[config.mk]
export PLATFORM = sky130hd
export DESIGN_NAME = sram_lane_ctrl
export DESIGN_NICKNAME = d
export VERILOG_FILES = /design/src/rtl/sram_ctrl_pkg.sv /design/src/rtl/sram_phase_timer.sv /design/src/rtl/sram_lane_path.sv /design/src/rtl/sram_lane_ctrl.sv
export SDC_FILE = /design/constraint.sdc
export NUM_CORES = 1
export LEC_CHECK = 0
export ABC_AREA = 1
export BUFFER_PORTS_ARGS = -buffer_cell sky130_fd_sc_hd__buf_2
export CAP_MARGIN = 5
export CORE_MARGIN = 4
export CORE_UTILIZATION = 23
export CTS_BUF_LIST = sky130_fd_sc_hd__clkbuf_8
export CTS_CLUSTER_SIZE = 20
export DETAILED_ROUTE_END_ITERATION = 10
export PLACE_DENSITY = 0.53
export REMOVE_ABC_BUFFERS = 1
export SLEW_MARGIN = 20
export SYNTH_ARGS = -nofsm -noshare
export SYNTH_HDL_FRONTEND = slang
export SYNTH_HIERARCHICAL = 1
export SYNTH_SLANG_ARGS = --single-unit
[constraint.sdc]
create_clock -name clk -period 2.62 [get_ports clk]
set_input_delay 0 -clock clk [delete_from_list [all_inputs] [get_ports clk]]
set_output_delay 0 -clock clk [all_outputs]
set_load 0.01 [all_outputs]
[src/rtl/sram_ctrl_pkg.sv]
package sram_ctrl_pkg;

  typedef enum logic [2:0] {
    PH_IDLE,
    PH_SETUP,
    PH_STROBE,
    PH_HOLD,
    PH_ACCESS
  } phase_e;

  function automatic int unsigned ceil_div(int unsigned num, int unsigned den);
    return (num + den - 1) / den;
  endfunction

  function automatic int unsigned max_u(int unsigned a, int unsigned b);
    return (a > b) ? a : b;
  endfunction

endpackage

[src/rtl/sram_phase_timer.sv]
module sram_phase_timer #(
  parameter int unsigned CNT_W = 4
) (
  input  logic             clk,
  input  logic             rst_n,
  input  logic             load,
  input  logic [CNT_W-1:0] load_val,
  output logic             expired
);

  logic [CNT_W-1:0] cnt_q, cnt_d;

  always_comb begin
    cnt_d = cnt_q;
    if (load) begin
      cnt_d = load_val;
    end else if (cnt_q != '0) begin
      cnt_d = cnt_q - 1'b1;
    end
  end

  always_ff @(posedge clk or negedge rst_n) begin
    if (!rst_n) begin
      cnt_q <= '0;
    end else begin
      cnt_q <= cnt_d;
    end
  end

  assign expired = (cnt_q == '0);

endmodule

[src/rtl/sram_lane_path.sv]
module sram_lane_path #(
  parameter int unsigned DATA_W = 16,
  localparam int unsigned LANES = DATA_W / 8
) (
  input  logic              clk,
  input  logic              rst_n,
  input  logic              load_en,
  input  logic [DATA_W-1:0] wdata_in,
  input  logic              capture,
  input  logic [LANES-1:0]  lane_on,
  input  logic [DATA_W-1:0] dq_in,
  output logic [DATA_W-1:0] dq_out,
  output logic [DATA_W-1:0] rdata
);

  logic [DATA_W-1:0] wdata_q;

  always_ff @(posedge clk or negedge rst_n) begin
    if (!rst_n) begin
      wdata_q <= '0;
    end else if (load_en) begin
      wdata_q <= wdata_in;
    end
  end

  assign dq_out = wdata_q;

  for (genvar g = 0; g < LANES; g++) begin : g_lane
    logic [7:0] byte_q;
    always_ff @(posedge clk or negedge rst_n) begin
      if (!rst_n) begin
        byte_q <= '0;
      end else if (capture) begin
        byte_q <= lane_on[g] ? dq_in[g*8 +: 8] : 8'h00;
      end
    end
    assign rdata[g*8 +: 8] = byte_q;
  end

endmodule

[src/rtl/sram_lane_ctrl.sv]
module sram_lane_ctrl
  import sram_ctrl_pkg::*;
#(
  parameter int unsigned ADDR_W         = 16,
  parameter int unsigned DATA_W         = 16,
  parameter int unsigned CLK_NS         = 10,
  parameter int unsigned CYCLE_NS       = 100,
  parameter int unsigned OE_ACC_NS      = 50,
  parameter int unsigned ADDR_SETUP_CYC = 1,
  parameter int unsigned HOLD_CYC       = 1,
  localparam int unsigned LANES         = DATA_W / 8
) (
  input  logic              clk,
  input  logic              rst_n,
  input  logic              req_valid,
  output logic              req_ready,
  input  logic              req_write,
  input  logic [ADDR_W-1:0] req_addr,
  input  logic [DATA_W-1:0] req_wdata,
  input  logic [LANES-1:0]  req_be,
  output logic              rsp_valid,
  output logic [DATA_W-1:0] rsp_rdata,
  output logic [ADDR_W-1:0] ram_addr,
  output logic              ram_cs_n,
  output logic              ram_we_n,
  output logic              ram_oe_n,
  output logic [LANES-1:0]  ram_bsel_n,
  output logic [DATA_W-1:0] ram_dq_out,
  output logic              ram_dq_oe,
  input  logic [DATA_W-1:0] ram_dq_in
);

  localparam int unsigned CYC_CLKS   = ceil_div(CYCLE_NS, CLK_NS);
  localparam int unsigned OE_CLKS    = ceil_div(OE_ACC_NS, CLK_NS);
  localparam int unsigned ACC_CLKS   = max_u(max_u(CYC_CLKS, ADDR_SETUP_CYC + OE_CLKS),
                                             ADDR_SETUP_CYC + 1) - ADDR_SETUP_CYC;
  localparam int unsigned PULSE_CLKS = max_u(CYC_CLKS, ADDR_SETUP_CYC + HOLD_CYC + 2)
                                       - ADDR_SETUP_CYC - HOLD_CYC;
  localparam int unsigned MAX_LD     = max_u(max_u(ACC_CLKS, PULSE_CLKS),
                                             max_u(ADDR_SETUP_CYC, HOLD_CYC));
  localparam int unsigned CNT_W      = $clog2(MAX_LD + 1);
  localparam logic [CNT_W-1:0] LD_SETUP = CNT_W'(ADDR_SETUP_CYC - 1);
  localparam logic [CNT_W-1:0] LD_PULSE = CNT_W'(PULSE_CLKS - 1);
  localparam logic [CNT_W-1:0] LD_HOLD  = CNT_W'(HOLD_CYC - 1);
  localparam logic [CNT_W-1:0] LD_ACC   = CNT_W'(ACC_CLKS - 1);

  // reset: asynchronous assert, synchronous release
  logic [1:0] rst_sync_q;
  logic       rst_ni;

  always_ff @(posedge clk or negedge rst_n) begin
    if (!rst_n) begin
      rst_sync_q <= 2'b00;
    end else begin
      rst_sync_q <= {rst_sync_q[0], 1'b1};
    end
  end
  assign rst_ni = rst_sync_q[1];

  phase_e            phase_q, phase_d;
  logic              tmr_load, tmr_expired;
  logic [CNT_W-1:0]  tmr_val;
  logic              accept, capture, rsp_d;
  logic              rsp_q, first_q;
  logic              wr_q;
  logic [LANES-1:0]  lane_q;
  logic [ADDR_W-1:0] addr_q;

  assign accept = req_valid && (phase_q == PH_IDLE);

  // next phase
  always_comb begin
    phase_d  = phase_q;
    tmr_load = 1'b0;
    tmr_val  = '0;
    rsp_d    = 1'b0;
    capture  = 1'b0;
    unique case (phase_q)
      PH_IDLE: begin
        if (req_valid) begin
          if (req_be == '0) begin
            rsp_d = 1'b1;
          end else begin
            phase_d  = PH_SETUP;
            tmr_load = 1'b1;
            tmr_val  = LD_SETUP;
          end
        end
      end
      PH_SETUP: begin
        if (tmr_expired) begin
          tmr_load = 1'b1;
          if (wr_q) begin
            phase_d = PH_STROBE;
            tmr_val = LD_PULSE;
          end else begin
            phase_d = PH_ACCESS;
            tmr_val = LD_ACC;
          end
        end
      end
      PH_STROBE: begin
        if (tmr_expired) begin
          phase_d  = PH_HOLD;
          tmr_load = 1'b1;
          tmr_val  = LD_HOLD;
        end
      end
      PH_HOLD: begin
        if (tmr_expired) begin
          phase_d = PH_IDLE;
          rsp_d   = 1'b1;
        end
      end
      PH_ACCESS: begin
        if (tmr_expired) begin
          phase_d = PH_IDLE;
          rsp_d   = 1'b1;
          capture = 1'b1;
        end
      end
      default: phase_d = PH_IDLE;
    endcase
  end

  always_ff @(posedge clk or negedge rst_ni) begin
    if (!rst_ni) begin
      phase_q <= PH_IDLE;
      rsp_q   <= 1'b0;
      first_q <= 1'b0;
    end else begin
      phase_q <= phase_d;
      rsp_q   <= rsp_d;
      first_q <= (phase_d == PH_STROBE) && (phase_q != PH_STROBE);
    end
  end

  always_ff @(posedge clk or negedge rst_ni) begin
    if (!rst_ni) begin
      wr_q   <= 1'b0;
      lane_q <= '0;
      addr_q <= '0;
    end else if (accept) begin
      wr_q   <= req_write;
      lane_q <= req_be;
      addr_q <= req_addr;
    end
  end

  sram_phase_timer #(.CNT_W(CNT_W)) u_timer (
    .clk      (clk),
    .rst_n    (rst_ni),
    .load     (tmr_load),
    .load_val (tmr_val),
    .expired  (tmr_expired)
  );

  sram_lane_path #(.DATA_W(DATA_W)) u_path (
    .clk      (clk),
    .rst_n    (rst_ni),
    .load_en  (accept),
    .wdata_in (req_wdata),
    .capture  (capture),
    .lane_on  (lane_q),
    .dq_in    (ram_dq_in),
    .dq_out   (ram_dq_out),
    .rdata    (rsp_rdata)
  );

  // pin decode from registered phase
  logic sel_on;
  assign sel_on = (phase_q == PH_STROBE) || (phase_q == PH_HOLD) ||
                  (phase_q == PH_ACCESS) || ((phase_q == PH_SETUP) && !wr_q);

  assign ram_addr   = addr_q;
  assign ram_cs_n   = !sel_on;
  assign ram_bsel_n = ~(lane_q & {LANES{sel_on}});
  assign ram_we_n   = (phase_q != PH_STROBE);
  assign ram_oe_n   = (phase_q != PH_ACCESS);
  assign ram_dq_oe  = ((phase_q == PH_STROBE) && !first_q) || (phase_q == PH_HOLD);
  assign req_ready  = (phase_q == PH_IDLE);
  assign rsp_valid  = rsp_q;

  // pad drivers never fight the RAM outputs
  p_drv_vs_oe_r6: assert property (@(posedge clk) disable iff (!rst_ni)
    ram_dq_oe |-> ram_oe_n);
  // drivers wait for the strobe to be low
  p_drv_late_r6: assert property (@(posedge clk) disable iff (!rst_ni)
    $fell(ram_we_n) |-> !ram_dq_oe);
  // strobe low only inside an active select
  p_strobe_in_sel_r5: assert property (@(posedge clk) disable iff (!rst_ni)
    !ram_we_n |-> (!ram_cs_n && !(&ram_bsel_n)));
  // a write's select falls together with the strobe
  p_sel_with_we_r5: assert property (@(posedge clk) disable iff (!rst_ni)
    ($fell(ram_cs_n) && wr_q) |-> $fell(ram_we_n));
  // strobe is the first control to rise, data still driven
  p_we_first_r7: assert property (@(posedge clk) disable iff (!rst_ni)
    $rose(ram_we_n) |-> (!ram_cs_n && ram_dq_oe));
  // address frozen while selected
  p_addr_hold_r8: assert property (@(posedge clk) disable iff (!rst_ni)
    (!ram_cs_n && $past(!ram_cs_n)) |-> $stable(ram_addr));
  // single-cycle response, busy after a real request
  p_rsp_pulse_r11: assert property (@(posedge clk) disable iff (!rst_ni)
    rsp_valid |=> !rsp_valid);
  p_busy_r11: assert property (@(posedge clk) disable iff (!rst_ni)
    (req_valid && req_ready && (req_be != '0)) |=> !req_ready);
  // empty request finishes at once without selecting the RAM
  p_zero_be_r10: assert property (@(posedge clk) disable iff (!rst_ni)
    (req_valid && req_ready && (req_be == '0)) |=> (rsp_valid && ram_cs_n));

endmodule

==> metrics.log <==
INFO  metric run_status = finished clean
INFO  metric report.power.total = 4.14 mW
INFO  metric gr-usage-all-layers = 12.3%
INFO  metric dp.cells = 550
INFO  metric synth_top_cells_by_area = sky130_fd_sc_hd__dfrtp_1 (58%), sky130_fd_sc_hd__nand2_1 (20%), sky130_fd_sc_hd__nand3_1 (5.0%)
INFO  metric core_region_area = 0.0114 sq mm
INFO  metric fp.dieH = 116 um
INFO  metric leakagePower = 2.28 nW
INFO  metric hpwl = 5.38 mm
INFO  metric yosys.area.top_type = sky130_fd_sc_hd__dfrtp_1
INFO  metric setup.worst_path.end_class = flop
INFO  metric synth-warning-count = 6
INFO  metric first_iter_violations = 148
INFO  metric cts_max_level = 3
INFO  metric numPortBuffers = 109
INFO  metric hp-class = input pin to flop
INFO  metric slew_violations = 0
INFO  metric netlist_instances = 311
INFO  metric drv_cap = 0
INFO  metric detail_route.wirelength = 7.78 mm
INFO  metric ys_seq_elements = 62
INFO  metric postSynthAreaPerCell = 8.66 sq um
INFO  metric pin_count = 110
INFO  metric finish.utilization = 35.7%
INFO  metric tritoncts.num_buffers = 9
INFO  metric remaining_design_rule_violation_count = 0
INFO  metric worst_slew_margin_rel = 53.1%
INFO  metric synthToLayoutAreaGrowth = 51.3%
INFO  metric routedWlPerCell = 12.6 um
INFO  metric grt_start_max_net_pins = 32
INFO  metric setup_skew_after_layout = 11.9 ps
INFO  metric max-clock-path-buffers = 2
INFO  metric reg2reg_slack = 720 ps
INFO  metric insertion_delay = 340 ps
INFO  metric pwr_density_cell = 1020 mW/mm^2
INFO  metric cts_tree = yes
INFO  metric cts.clk_slew.worst_paths = 70 ps
INFO  metric gpl.final_weighted_congestion = 0.782
INFO  metric die-width = 116 um
INFO  metric cts_resized = 0
INFO  metric final_layout_size_suffix_gt1_share = 29.2%
INFO  metric layout_setup_ws = 716 ps
INFO  metric route.vias.total = 2592
INFO  metric antenna_cells = 0
INFO  metric cp_max_fo = 7
INFO  metric design.die.area = 0.0135 sq mm
INFO  metric hold_viol_final = 0
INFO  metric synth_largest_type_area_fraction = 57.6%
INFO  metric cts-root-buf = sky130_fd_sc_hd__clkbuf_8
INFO  metric timing.hold.ws = 115 ps
INFO  metric cts_setup_buffers = 0
INFO  metric final_min_period_over_clock_period = 72.7%
INFO  metric unrepaired_setup_endpoints_after_global_routing = false
INFO  metric setup_violators_final = 0
INFO  metric ant_nets = 0
INFO  metric synthesis.area = 0.00269 sq mm
INFO  metric critical_path.startpoint_type = flop
INFO  metric antenna_found_initial = 0
INFO  metric post-place-ws = 709 ps
INFO  metric routed_via_density = 4.19
INFO  metric rows = 39
INFO  metric final.min_clock_period = 1900 ps
INFO  metric worstSetupPathType = flop to flop
INFO  metric synth_cell_types = 23
INFO  metric final_area = 0.00408 sq mm
INFO  metric finalNonFillerCells = 619
INFO  metric grt_pass1_vias = 2640
INFO  metric number_of_hold_buffers_added_after_cts = 53
INFO  metric grt_pass1_wl = 13.0 mm
INFO  metric worst-slew-pin-transition = 704 ps
INFO  metric grt_overflow = 0
INFO  metric design.final.nets = 526
INFO  metric synth-seq-area-share = 57.6%
INFO  metric place_area = 0.00333 sq mm
INFO  metric dr.pass1.iters = 4
INFO  metric initial_utilization = 23.6%
INFO  metric worst_ep_required_time = 2840 ps
INFO  metric totalNegativeSetupSlack = 0 ps
INFO  metric critical_path_arrival = 2130 ps
INFO  metric vdd.ir_drop.worst = 421 uV
INFO  metric max_freq = 525 MHz
INFO  metric numClockSinks = 62
-- synthesized netlist by cell type --
cell type / number
sky130_fd_sc_hd__nor2_4: 1
sky130_fd_sc_hd__inv_4: 1
sky130_fd_sc_hd__buf_6: 6
sky130_fd_sc_hd__nor2_1: 6
sky130_fd_sc_hd__nand2_2: 1
sky130_fd_sc_hd__nand4_1: 21
sky130_fd_sc_hd__clkbuf_1: 2
sky130_fd_sc_hd__inv_6: 1
sky130_fd_sc_hd__xnor2_1: 1
sky130_fd_sc_hd__ha_1: 1
sky130_fd_sc_hd__nand3_2: 2
sky130_fd_sc_hd__conb_1: 1
sky130_fd_sc_hd__inv_2: 2
sky130_fd_sc_hd__nand3_1: 27
sky130_fd_sc_hd__nand2_1: 144
sky130_fd_sc_hd__buf_4: 3
sky130_fd_sc_hd__clkbuf_2: 2
sky130_fd_sc_hd__a21oi_1: 1
sky130_fd_sc_hd__buf_2: 4
sky130_fd_sc_hd__o21ai_0: 5
sky130_fd_sc_hd__dfrtp_1: 62
sky130_fd_sc_hd__inv_1: 15
sky130_fd_sc_hd__nor2_2: 2
-- worst max-delay path, stage by stage, from the launching register on --
cell and delay, ps:
sky130_fd_sc_hd__dfrtp_1 370, sky130_fd_sc_hd__inv_1 120, sky130_fd_sc_hd__ha_1 240, sky130_fd_sc_hd__nand2_1 90
sky130_fd_sc_hd__inv_1 110, sky130_fd_sc_hd__inv_1 110, sky130_fd_sc_hd__nor2_1 170, sky130_fd_sc_hd__nand2_1 70
sky130_fd_sc_hd__nand3_1 200, sky130_fd_sc_hd__inv_1 100, sky130_fd_sc_hd__nand2_1 90, sky130_fd_sc_hd__inv_1 40
sky130_fd_sc_hd__nand2_1 50, sky130_fd_sc_hd__nand2_1 40
-- layout make-up --
class                      instances  area [sq um]
timing repair buffer             166          1120
tap                              143           179
multi-input combinational        213           935
clock inverter                     4          46.3
fill                            1188          7340
clock buffer                      12           165
sequential                        62          1550
inverter                          19          78.8
-- cell usage in the layout (no fill, tap or decap), drive strengths merged --
cell         count
clkbuf          12
clkinv           1
conb             1
nand2          145
xnor2            1
dlygate4sd3     53
inv             20
buf            113
o21ai            5
bufinv           1
clkinvlp         1
nor2             9
a21oi            1
ha               1
nand4           21
dfrtp           62
nand3           29
-- metal layers --
layer  GRT usage [%]  routed length [um]
met1            15.5                3520
met2            20.2                3640
met3            2.75                 485
met4            5.57                 133
met5               0                   0
-- kinds of logic (layout without fill, tap and decap cells) --
kind of cell,count (synthesis),count (layout),synth area share (%)
adders and majority gates,1,1,0.465
DFF,62,62,57.6
other,1,1,0.139
AOI/OAI and AO/OA,6,6,1.11
xor gates and xnor gates,1,1,0.325
and+or+nand+nor,204,204,32.7
buffers and inverters,36,201,7.67
-- worst paths after layout --
kind / start / cells past startpoint / to
min in group asynchronous: rst_sync_q[1] / 0 / u_path/dq_out[12]
min reg2reg: rst_sync_q[1] / 0 / u_path/dq_out[12]
max in group asynchronous: rst_sync_q[1] / 1 / u_path/g_lane[0].byte_q[6]
max: u_timer/cnt_q[0] / 13 / u_timer/cnt_q[3]
max reg2reg: u_timer/cnt_q[0] / 13 / u_timer/cnt_q[3]
min: req_valid / 3 / rsp_valid
-- registers in the layout, summed over array words and instances (netlist names), 2 cells and up --
signal and count:
rst_sync_q 2, u_path/g_lane.byte_q 16, u_timer/cnt_q 4, ram_addr 16, phase_q 3, lane_q 2
u_path/dq_out 16
-- power by group --
group	switching (mW)	internal (mW)	total (mW)
sequential	0.267	1.32	1.59
combinational	1.03	0.642	1.67
clock	0.372	0.513	0.885
total	1.67	2.48	4.14
Power figures use the tool's default switching activity.
